===== src/rtl/nmi_trig_pkg.sv =====
package nmi_trig_pkg;

  typedef enum logic [1:0] {
    TRIG_LVL_LO    = 2'd0,
    TRIG_EDGE_FALL = 2'd1,
    TRIG_LVL_HI    = 2'd2,
    TRIG_EDGE_RISE = 2'd3
  } trig_mode_e;

  typedef struct packed {
    logic [7:0] mode_off;
    logic [7:0] pend_off;
    logic [7:0] en_off;
  } reg_map_t;

  // Offset set for each supported layout; unknown selections fall back to layout 1.
  function automatic reg_map_t layout_map(input int unsigned sel);
    reg_map_t m;
    case (sel)
      0:       m = '{mode_off: 8'h00, pend_off: 8'h04, en_off: 8'h34};
      2:       m = '{mode_off: 8'h00, pend_off: 8'h08, en_off: 8'h04};
      default: m = '{mode_off: 8'h00, pend_off: 8'h04, en_off: 8'h08};
    endcase
    return m;
  endfunction

endpackage


===== src/rtl/nmi_pin_sync.sv =====
module nmi_pin_sync #(
  parameter int unsigned STAGES = 2
) (
  input  logic clk,
  input  logic rst_n,
  input  logic pin_async,
  output logic cur_q,
  output logic prev_q,
  output logic primed
);
  localparam int unsigned WARM  = STAGES + 1;
  localparam int unsigned CNT_W = $clog2(WARM + 1);

  logic [STAGES-1:0] chain_q;
  logic [CNT_W-1:0]  warm_q;
  logic              hist_q;

  genvar g;
  generate
    for (g = 0; g < STAGES; g++) begin : g_stage
      if (g == 0) begin : g_first
        always_ff @(posedge clk or negedge rst_n)
          if (!rst_n) chain_q[g] <= 1'b0;
          else        chain_q[g] <= pin_async;
      end else begin : g_next
        always_ff @(posedge clk or negedge rst_n)
          if (!rst_n) chain_q[g] <= 1'b0;
          else        chain_q[g] <= chain_q[g-1];
      end
    end
  endgenerate

  always_ff @(posedge clk or negedge rst_n) begin
    if (!rst_n) begin
      hist_q <= 1'b0;
      warm_q <= '0;
    end else begin
      hist_q <= chain_q[STAGES-1];
      if (warm_q != CNT_W'(WARM)) warm_q <= warm_q + 1'b1;
    end
  end

  assign cur_q  = chain_q[STAGES-1];
  assign prev_q = hist_q;
  assign primed = (warm_q == CNT_W'(WARM));

  AST_PRIMED_STICKY: assert property (@(posedge clk) disable iff (!rst_n)
    primed |=> primed);

endmodule


===== src/rtl/nmi_trig_detect.sv =====
module nmi_trig_detect
  import nmi_trig_pkg::*;
(
  input  logic       clk,
  input  logic       rst_n,
  input  trig_mode_e mode,
  input  logic       cur,
  input  logic       prev,
  input  logic       primed,
  output logic       evt
);
  logic hit;

  always_comb begin
    unique case (mode)
      TRIG_LVL_LO:    hit = ~cur;
      TRIG_EDGE_FALL: hit = prev & ~cur;
      TRIG_LVL_HI:    hit = cur;
      TRIG_EDGE_RISE: hit = ~prev & cur;
      default:        hit = 1'b0;
    endcase
  end

  assign evt = primed & hit;

  AST_EDGE_ONE_SHOT: assert property (@(posedge clk) disable iff (!rst_n)
    ((mode == TRIG_EDGE_FALL || mode == TRIG_EDGE_RISE) && evt)
      |=> (!evt || !$stable(mode)));

endmodule


===== src/rtl/nmi_trig_regs.sv =====
module nmi_trig_regs
  import nmi_trig_pkg::*;
#(
  parameter int unsigned DATA_W = 32,
  parameter int unsigned ADDR_W = 8,
  parameter int unsigned LAYOUT = 1
) (
  input  logic              clk,
  input  logic              rst_n,
  input  logic [ADDR_W-1:0] reg_addr,
  input  logic              reg_wr,
  input  logic [DATA_W-1:0] reg_wdata,
  output logic [DATA_W-1:0] reg_rdata,
  input  logic              evt,
  output trig_mode_e        mode,
  output logic              pending,
  output logic              enable
);
  localparam reg_map_t MAP = layout_map(LAYOUT);

  logic [DATA_W-1:0] mode_q;
  logic              pend_q;
  logic              en_q;
  logic              hit_mode, hit_pend, hit_en, clr;

  assign hit_mode = (reg_addr == ADDR_W'(MAP.mode_off));
  assign hit_pend = (reg_addr == ADDR_W'(MAP.pend_off));
  assign hit_en   = (reg_addr == ADDR_W'(MAP.en_off));
  assign clr      = reg_wr & hit_pend & reg_wdata[0];

  always_ff @(posedge clk or negedge rst_n) begin
    if (!rst_n) begin
      mode_q <= '0;
      en_q   <= 1'b0;
    end else if (reg_wr) begin
      if (hit_mode) mode_q <= reg_wdata;
      if (hit_en)   en_q   <= reg_wdata[0];
    end
  end

  // Detection outranks a software clear.
  always_ff @(posedge clk or negedge rst_n) begin
    if (!rst_n)   pend_q <= 1'b0;
    else if (evt) pend_q <= 1'b1;
    else if (clr) pend_q <= 1'b0;
  end

  always_comb begin
    reg_rdata = '0;
    if (hit_mode)      reg_rdata = mode_q;
    else if (hit_pend) reg_rdata = DATA_W'(pend_q);
    else if (hit_en)   reg_rdata = DATA_W'(en_q);
  end

  assign mode    = trig_mode_e'(mode_q[1:0]);
  assign pending = pend_q;
  assign enable  = en_q;

  AST_EVENT_WINS: assert property (@(posedge clk) disable iff (!rst_n)
    evt |=> pending);
  AST_CLEAR_TAKES: assert property (@(posedge clk) disable iff (!rst_n)
    (clr && !evt) |=> !pending);
  AST_PEND_HOLDS: assert property (@(posedge clk) disable iff (!rst_n)
    (!evt && !clr) |=> $stable(pending));

endmodule


===== src/rtl/nmi_trig_ctrl.sv =====
module nmi_trig_ctrl
  import nmi_trig_pkg::*;
#(
  parameter int unsigned DATA_W      = 32,
  parameter int unsigned ADDR_W      = 8,
  parameter int unsigned LAYOUT      = 1,
  parameter int unsigned SYNC_STAGES = 2
) (
  input  logic              clk,
  input  logic              rst_n,
  input  logic              nmi_pin,
  input  logic [ADDR_W-1:0] reg_addr,
  input  logic              reg_wr,
  input  logic [DATA_W-1:0] reg_wdata,
  output logic [DATA_W-1:0] reg_rdata,
  output logic              irq_out
);
  logic       s_cur, s_prev, s_primed, evt, pending, enable, irq_q;
  trig_mode_e mode;

  nmi_pin_sync #(.STAGES(SYNC_STAGES)) u_sync (
    .clk(clk), .rst_n(rst_n), .pin_async(nmi_pin),
    .cur_q(s_cur), .prev_q(s_prev), .primed(s_primed)
  );

  nmi_trig_detect u_detect (
    .clk(clk), .rst_n(rst_n), .mode(mode),
    .cur(s_cur), .prev(s_prev), .primed(s_primed), .evt(evt)
  );

  nmi_trig_regs #(.DATA_W(DATA_W), .ADDR_W(ADDR_W), .LAYOUT(LAYOUT)) u_regs (
    .clk(clk), .rst_n(rst_n), .reg_addr(reg_addr), .reg_wr(reg_wr),
    .reg_wdata(reg_wdata), .reg_rdata(reg_rdata), .evt(evt),
    .mode(mode), .pending(pending), .enable(enable)
  );

  always_ff @(posedge clk or negedge rst_n)
    if (!rst_n) irq_q <= 1'b0;
    else        irq_q <= pending & enable;

  assign irq_out = irq_q;

  AST_MASK_QUIET: assert property (@(posedge clk) disable iff (!rst_n)
    !enable |=> !irq_out);
  AST_IRQ_CAUSE: assert property (@(posedge clk) disable iff (!rst_n)
    $rose(irq_out) |-> $past(pending));

endmodule


===== config.mk =====
export PLATFORM = sky130hd
export DESIGN_NAME = nmi_trig_ctrl
export DESIGN_NICKNAME = d
export VERILOG_FILES = /design/src/rtl/nmi_trig_pkg.sv /design/src/rtl/nmi_pin_sync.sv /design/src/rtl/nmi_trig_detect.sv /design/src/rtl/nmi_trig_regs.sv /design/src/rtl/nmi_trig_ctrl.sv
export SDC_FILE = /design/constraint.sdc
export NUM_CORES = 1
export LEC_CHECK = 0
export ABC_AREA = 1
export BUFFER_PORTS_ARGS = -buffer_cell sky130_fd_sc_hd__buf_2
export CAP_MARGIN = 20
export CORE_MARGIN = 8
export CORE_UTILIZATION = 44
export CTS_CLUSTER_DIAMETER = 100
export DETAILED_ROUTE_END_ITERATION = 7
export PLACE_DENSITY = 0.83
export SLEW_MARGIN = 20
export SYNTH_ARGS = -nofsm -noshare
export SYNTH_HDL_FRONTEND = slang
export SYNTH_SLANG_ARGS = --single-unit

===== constraint.sdc =====
create_clock -name clk -period 1.05 [get_ports clk]
set_input_delay 0 -clock clk [delete_from_list [all_inputs] [get_ports clk]]
set_output_delay 0 -clock clk [all_outputs]
set_load 0.01 [all_outputs]

==> results by group, run 1 <==
Status
  – Status: complete, no violations

Die
  – Initial Util: about 45%
  – Core area: between 4000 and 5000 um^2
  – Die Wd: around 84 um
  – I/O pin count: 77
  – Die H: between 80 and 90 um
  – Die Area: between 7000 and 8000 um^2
  – Std-Cell Rows: 25

Final layout
  – Most frequent cells in the layout: nand2_1, buf_2, dfrtp_1
  – Share of post-route cells with drive strength above 1: between 30 and 40%
  – Ant diodes: 0
  – Nets: around 420
  – Post-route cell area: 3030 um^2
  – Commonest non-fill, non-tap cell in the layout: nand2_1
  – Area delta synth->final: 47.4%
  – # fillers: 371
  – Final Non-Filler Cells: about 430

Clocking
  – Num CTS Buffers: 5
  – # H-tree levels: 2
  – Clk Latency, worst-skew pair: ~280 ps
  – Clk root buf: clkbuf_8
  – Clock tree buffer depth: 2
  – Clock tree sinks: 40
  – CTS clk-pin slew, worst paths: roughly 80 ps
  – CTS tree: built

Global routing
  – Vias in the first global route: between 1500 and 2000
  – Initial antenna violation count: 0
  – Largest net degree at the start of global routing: 41
  – Total gr overflow: 0
  – Total GRT Usage: between 10% and 20%
  – First-pass GRT wire length: between 8000 and 9000 um

Logic synthesis
  – Yosys warning count: 0
  – Multiplexer area fraction after synthesis: less than 1%
  – Largest family of logic cells by synthesized area: simple AND/OR/NAND/NOR gates
  – Post-Synth Simple-Gate Area: around 37%
  – Mapped Area: between 2000 and 2500 um^2
  – Unique cell type count in the Yosys netlist: 18
  – Avg Synthesized Cell Area: around 8.0 um^2
  – Seq/Total Area, Yosys: around half
  – Synth Area in XOR/XNOR: less than 1%
  – Synth Area in Adders: 0.609%
  – #FFs+latches synth: 40
  – Post-synthesis compound-gate area fraction: 0.243%
  – Syn_nets: a little over 300
  – Cells after synthesis: between 200 and 300

Detailed routing
  – Post-Route WL: 5070 um
  – Number of routed nets with antenna violations: 0
  – Residual DRC: 0
  – Vias post-DR: roughly 1900
  – DRT iter0 DRCs: 73
  – Drt pass-1 iters: 4
  – Wirelength per Cell: 11.8 um
  – Post-DR vias/cell: between 4 and 5

Power
  – Switch share: between 10% and 20%
  – Sw Pwr: about 0.00073 W
  – Clock power share: 45.6%
  – Max VDD drop: between 0.8 and 0.9 mV
  – Leak: roughly 1.6 nW
  – Sequential share of power: approximately 44%
  – Total power: about 0.0037 W
  – Logic pwr share: between 10% and 20%
  – Cell internal pwr: 0.00300 W
  – PD cells: between 1000 and 1500 nW/um^2

Critical path
  – Critical path peak fanout: 2
  – Worst EP required: between 1000 and 1500 ps
  – Crit. End Element: register
  – Data arrival, critical path: about 1200 ps
  – Critical Path Start Type: register
  – Kind of critical path: register to register

Place
  – I/O Buffers: 76
  – HPWL after DPL: 3500 um
  – Routability Congestion: 0.736
  – Placed Cells: ~380
  – Area of placed instances: 2470 um^2

Run
  – Max Cap Violations: 0

STA
  – RSZ-0062 raised after global routing: no
  – FMAX: just under 1000 MHz
  – Slew Viols, Final: 0
  – Fin crit share: between 90% and 100%
  – Hold Vio Cnt, Final: 0
  – Slew headroom: 77.2%
  – Final setup skew: between 2 and 3 ps
  – Crit path time final: slightly above 1000 ps
  – Setup-failing EPs final: 0
  – Slew @ Worst Pin: between 300 and 400 ps

Hold path
  – Worst hold-check path type: input pin to register
worst max-delay path: stages (launching register included):
cell	delay [ps]
dfrtp_1	400
ha_2	270
mux2_2	250
power groups by stage:
| stage | clock (W) | sequential [W] | combinational, W |
|---|---|---|---|
| finish | 0.00170 | 0.00164 | 0.000382 |
| global route | 0.00182 | 0.00165 | 0.000430 |
| CTS | 0.00175 | 0.00164 | 0.000376 |
| detailed placement | 0 | 0.00167 | 0.000274 |
| global placement | 0 | 0.00167 | 0.000265 |
| floorplan | 0 | 0.00167 | 0.000126 |
worst paths after layout:
kind                                         startpoint                      endpoint  slack, ps  cells past startpoint
max reg2reg                u_sync.warm_q[0]$_DFFE_PN0N_  u_sync.warm_q[1]$_DFFE_PN0N_         20                      2
max                        u_sync.warm_q[0]$_DFFE_PN0N_  u_sync.warm_q[1]$_DFFE_PN0N_         20                      2
min reg2reg                 u_sync.chain_q[0]$_DFF_PN0_        u_sync.cur_q$_DFF_PN0_        350                      0
max in group asynchronous                         rst_n  u_regs.mode_q[4]$_DFFE_PN0P_        660                      3
min in group asynchronous                         rst_n       u_sync.prev_q$_DFF_PN0_        210                      3
min                                              reg_wr  u_regs.mode_q[3]$_DFFE_PN0P_         40                      3
per-stage QoR:
stage	util (%)	setup WS, ps	setup TNS, ps	hold WS [ps]
after floorplan	-	33.7	0	-296
after global placement	53.8	2.73	0	-19.8
after detailed placement	53.8	-35.4	-514	-14.5
after CTS	65.0	9.05	0	30.9
after global routing	65.9	0.291	0	35.3
final	65.9	21.2	0	43.4
registers in the layout, indices dropped and copies added (netlist names):
signal          cells
u_sync.chain_q      1
u_sync.cur_q        1
u_sync.warm_q       2
u_sync.prev_q       1
u_regs.mode_q      32
u_regs.enable       1
u_regs.pending      1
irq_out             1
kinds of logic after synthesis:
family	after synthesis
buf+inv	53
simple gates	161
mux	1
xor+xnor	1
compound gates	1
fa+ha+maj	1
flops	40
routing by layer:
layer  wire length (um)  track usage [%]  vias up
li1                   -                -      997
met1               1980             14.7      875
met2               2650             25.6       53
met3                350             5.71       12
met4                 94             4.78        0
met5                  0                0        -
cell type report:
| cell class | instances | area [um^2] | area share (%) |
|---|---|---|---|
| well taps | 54 | 67.6 | 2.23 |
| inverters | 40 | 150 | 4.95 |
| clock buffers | 5 | 68.8 | 2.27 |
| repair buffers | 122 | 846 | 27.9 |
| multi-input cells | 165 | 807 | 26.6 |
| flip-flops and latches | 40 | 1000 | 33.0 |
| clock inverters | 3 | 90.1 | 2.97 |
synthesized netlist by cell type (all sizes together):
master / instances / area share [%]
buf: 11 / 4.9
clkbuf: 2 / 0.37
dfrtp: 40 / 49
ha: 1 / 0.61
inv: 40 / 7.3
mux2: 1 / 0.55
nand2: 81 / 15
nand3: 39 / 9.5
nor2: 41 / 12
o21ai: 1 / 0.24
xnor2: 1 / 0.43
timing repair:
action	4_1_cts	5_1_grt
cloned	0	0
hold buffers	34	0
resized for setup	2	6
pin swaps	0	2
buffers inserted	1	4
hold endpoints to repair	74	0
setup endpoints to repair	3	30
No activity file was read; power rests on OpenSTA's default activity.
==> inputs of run 2 (changes only) <==
Settings changed: CORE_ASPECT_RATIO from default to 0.8, CORE_MARGIN 8 to 5.
==> run 2 against run 1 <==
Against the previous run: clock skew fell by 1.8 ps; clock power fell by 39%; global-route usage rose by 2.9 points; power fell by 18%; routed wire length rose by 3.2%; die area fell by 14%; flip-flop and latch count did not move; largest cell class unchanged.
==> results by group, run 2 (synthesized netlist as in run 1, its figures left out) <==
Detailed routing
  – Vias post-DR: 1984 (+2.4%)
  – Post-DR vias/cell: 4.56 (+1.0%)
  – Post-Route WL: 5240 um (+3.2%)
  – DRT iter0 DRCs: 74 (+1.4%)
  – Wirelength per Cell: 12.0 um (+1.8%)
  – Drt pass-1 iters: 4 (unchanged)
  – Number of routed nets with antenna violations: 0 (unchanged)
  – Residual DRC: 0 (unchanged)

Place
  – Placed Cells: 388 (+1.6%)
  – Pre-CTS worst setup slack: -14.3 ps (+21.1 ps)
  – Routability Congestion: 0.791 (+7.4%)
  – I/O Buffers: 76 (unchanged)
  – HPWL after DPL: 3340 um (-4.7%)
  – Area of placed instances: 2490 um^2 (+0.81%)

Power
  – Clock power share: 33.8% (-12 points)
  – Leak: 1.62 nW (-0.91%)
  – Max VDD drop: 0.890 mV (+7.3%)
  – Switch share: 24.0% (+4.5 points)
  – PD cells: 1020 nW/um^2 (-17%)
  – Sequential share of power: 53.5% (+9.3 points)
  – Cell internal pwr: 0.00233 W (-22%)
  – Logic pwr share: 12.6% (+2.4 points)
  – Sw Pwr: 0.000738 W (+1.7%)

Critical path
  – Data arrival, critical path: 1030 ps (-170 ps)
  – Kind of critical path: input pin to output port
  – FF-to-FF setup slack: 20 ps (about the same)
  – R2R cell count: 2 (unchanged)
  – Crit-path cells: buf_2, nor2_2, nand2_2, nor2_8, inv_2, buf_12, nor2_2, buf_2
  – CP bufs+invs: 4 (+4)
  – Delay-heaviest family, CP: simple AND/OR/NAND/NOR gates
  – Slowest stage cell on the critical path: nor2_8
  – Critical path origin: reg_addr[5]
  – Worst EP required: 1050 ps (-180 ps)
  – Crit. End Element: output port
  – Critical Path Start Type: input pin
  – CP endpoint: reg_rdata[20]
  – R2r startpoint: u_sync.warm_q[0]$_DFFE_PN0N_
  – Crit. path cell count: 8 (+6)
  – Critical path peak fanout: 18 (+16)
  – CP peak stage delay: 160 ps (-240 ps)
  – Reg2Reg Capture Point: u_sync.warm_q[1]$_DFFE_PN0N_

STA
  – Min Hold Slack: 111 ps (+67.4 ps)
  – Slew Viols, Final: 0 (unchanged)
  – Slew @ Worst Pin: 331 ps (-10.2 ps)
  – Setup-failing EPs final: 0 (unchanged)
  – Slew headroom: 77.9% (+0.68 points)
  – Hold Vio Cnt, Final: 0 (unchanged)
  – Fin crit share: 98.2% (+0.25 points)
  – Crit path time final: 1030 ps (+2.62 ps)
  – FMAX: 970 MHz (-0.25%)
  – Final setup margin: 18.6 ps (-2.62 ps)
  – Final setup skew: 0.858 ps (-1.75 ps)

Final layout
  – Ant diodes: 0 (unchanged)
  – # fillers: 421 (+13%)
  – Top reg by flops: u_regs.mode_q
  – Multi-input logic area: 822 um^2 (+1.9%)
  – Share of post-route cells with drive strength above 1: 37.1% (+0.80 points)
  – Post-route cell area: 3000 um^2 (-0.95%)
  – Nets: 419 (unchanged)
  – Register Area: 1000 um^2 (unchanged)
  – Largest regs: u_regs.mode_q x32, u_sync.warm_q x2
  – Most frequent cells in the layout: nand2_1, buf_2, dfrtp_1
  – Post-layout utilization of the core: 65.7% (-0.21 points)
  – Area delta synth->final: 46.0%
  – Commonest non-fill, non-tap cell in the layout: nand2_1
  – Max FFs per register: 32 (unchanged)
  – Final Non-Filler Cells: 435 (+1.4%)

Die
  – Std-Cell Rows: 22 (-12%)
  – I/O pin count: 77 (unchanged)
  – Die H: 71.1 um (-16%)
  – Die Area: 6150 um^2 (-14%)
  – Core area: 4570 um^2 (-0.63%)
  – Die Wd: 86.4 um (+2.5%)
  – Initial Util: 45.0% (+0.28 points)

Clocking
  – Clk root buf: clkbuf_8
  – CTS tree: built
  – Clock tree buffer depth: 2 (unchanged)
  – Num CTS Buffers: 5 (unchanged)
  – Clk Latency, worst-skew pair: 280 ps (about the same)
  – CTS clk-pin slew, worst paths: 70 ps (about the same)
  – Clock tree sinks: 40 (unchanged)
  – # H-tree levels: 2 (unchanged)

Status
  – Status: complete, no violations

Global routing
  – Vias in the first global route: 1882 (-4.4%)
  – Largest net degree at the start of global routing: 41 (unchanged)
  – Total gr overflow: 0 (unchanged)
  – First-pass GRT wire length: 8320 um (-1.7%)
  – Total GRT Usage: 17.2% (+2.9 points)
  – Initial antenna violation count: 0 (unchanged)

Run
  – Max Cap Violations: 0 (unchanged)

Hold path
  – Worst hold-check path type: input pin to register
[run 2: cell types whose count changed in the layout (fill, tap and decap cells not counted), moves of 2 or more]
cell,before,now
bufinv_16,3,0
nand3_1,39,37
buf_12,2,4
clkinv_2,0,2
nor2_2,31,33
nand3_2,0,2
nor2_1,8,6
buf_6,2,0
[run 2: worst register-to-register path: stages (launching register included)]
cell	delay [ps]
dfrtp_1	390
ha_2	270
mux2_2	260
[run 2: worst min path at each step]
stage                      startpoint                            end  slack (ps)  depth (start not counted)
after CTS                 reg_addr[1]      u_regs.enable$_DFFE_PN0P_         100                          6
after detailed placement        rst_n  u_regs.mode_q[26]$_DFFE_PN0P_         -10                          2
after global routing      reg_addr[0]      u_regs.enable$_DFFE_PN0P_         120                          6
after floorplan                 rst_n              irq_out$_DFF_PN0_        -300                          0
after global placement          rst_n  u_regs.mode_q[26]$_DFFE_PN0P_         -20                          2
final                     reg_addr[0]      u_regs.enable$_DFFE_PN0P_         110                          6
[run 2: per-stage QoR]
step / power [W] / setup TNS [ps]
2_1_floorplan: 0.00179 / 0
3_3_place_gp: 0.00194 / 0
3_5_place_dp: 0.00195 / -89.5
4_1_cts: 0.00309 / 0
5_1_grt: 0.00324 / -565
6_report: 0.00307 / 0
[run 2: area by class of cell]
type,instances,area share [%]
repair buffers,122,28.7
multi-input cells,165,27.4
clock buffers,6,2.75
clock inverters,2,0.333
well taps,60,2.50
inverters,40,5.00
flip-flops and latches,40,33.3
[run 2: power groups by stage]
stage	sequential, W	clock, W	combinational [W]
after floorplan	0.00167	0	0.000126
after global routing	0.00165	0.00115	0.000436
after global placement	0.00167	0	0.000269
final	0.00165	0.00104	0.000389
after CTS	0.00164	0.00107	0.000376
after detailed placement	0.00167	0	0.000280
[run 2: what timing repair did]
item,in CTS,in global routing
hold buffers,34,0
pin swaps,0,3
resized for setup,1,9
gates cloned,0,0
setup endpoints to repair,2,24
buffers inserted,1,4
hold endpoints to repair,73,0
[run 2: per-layer routing]
metal  up-vias  routed length, um  global-route usage (%)
met5         -                  0                       0
met4         0                113                    5.54
met3        12                291                    3.73
met2        67               2740                    31.7
met1       904               2090                    19.6
li1       1001                  -                       -
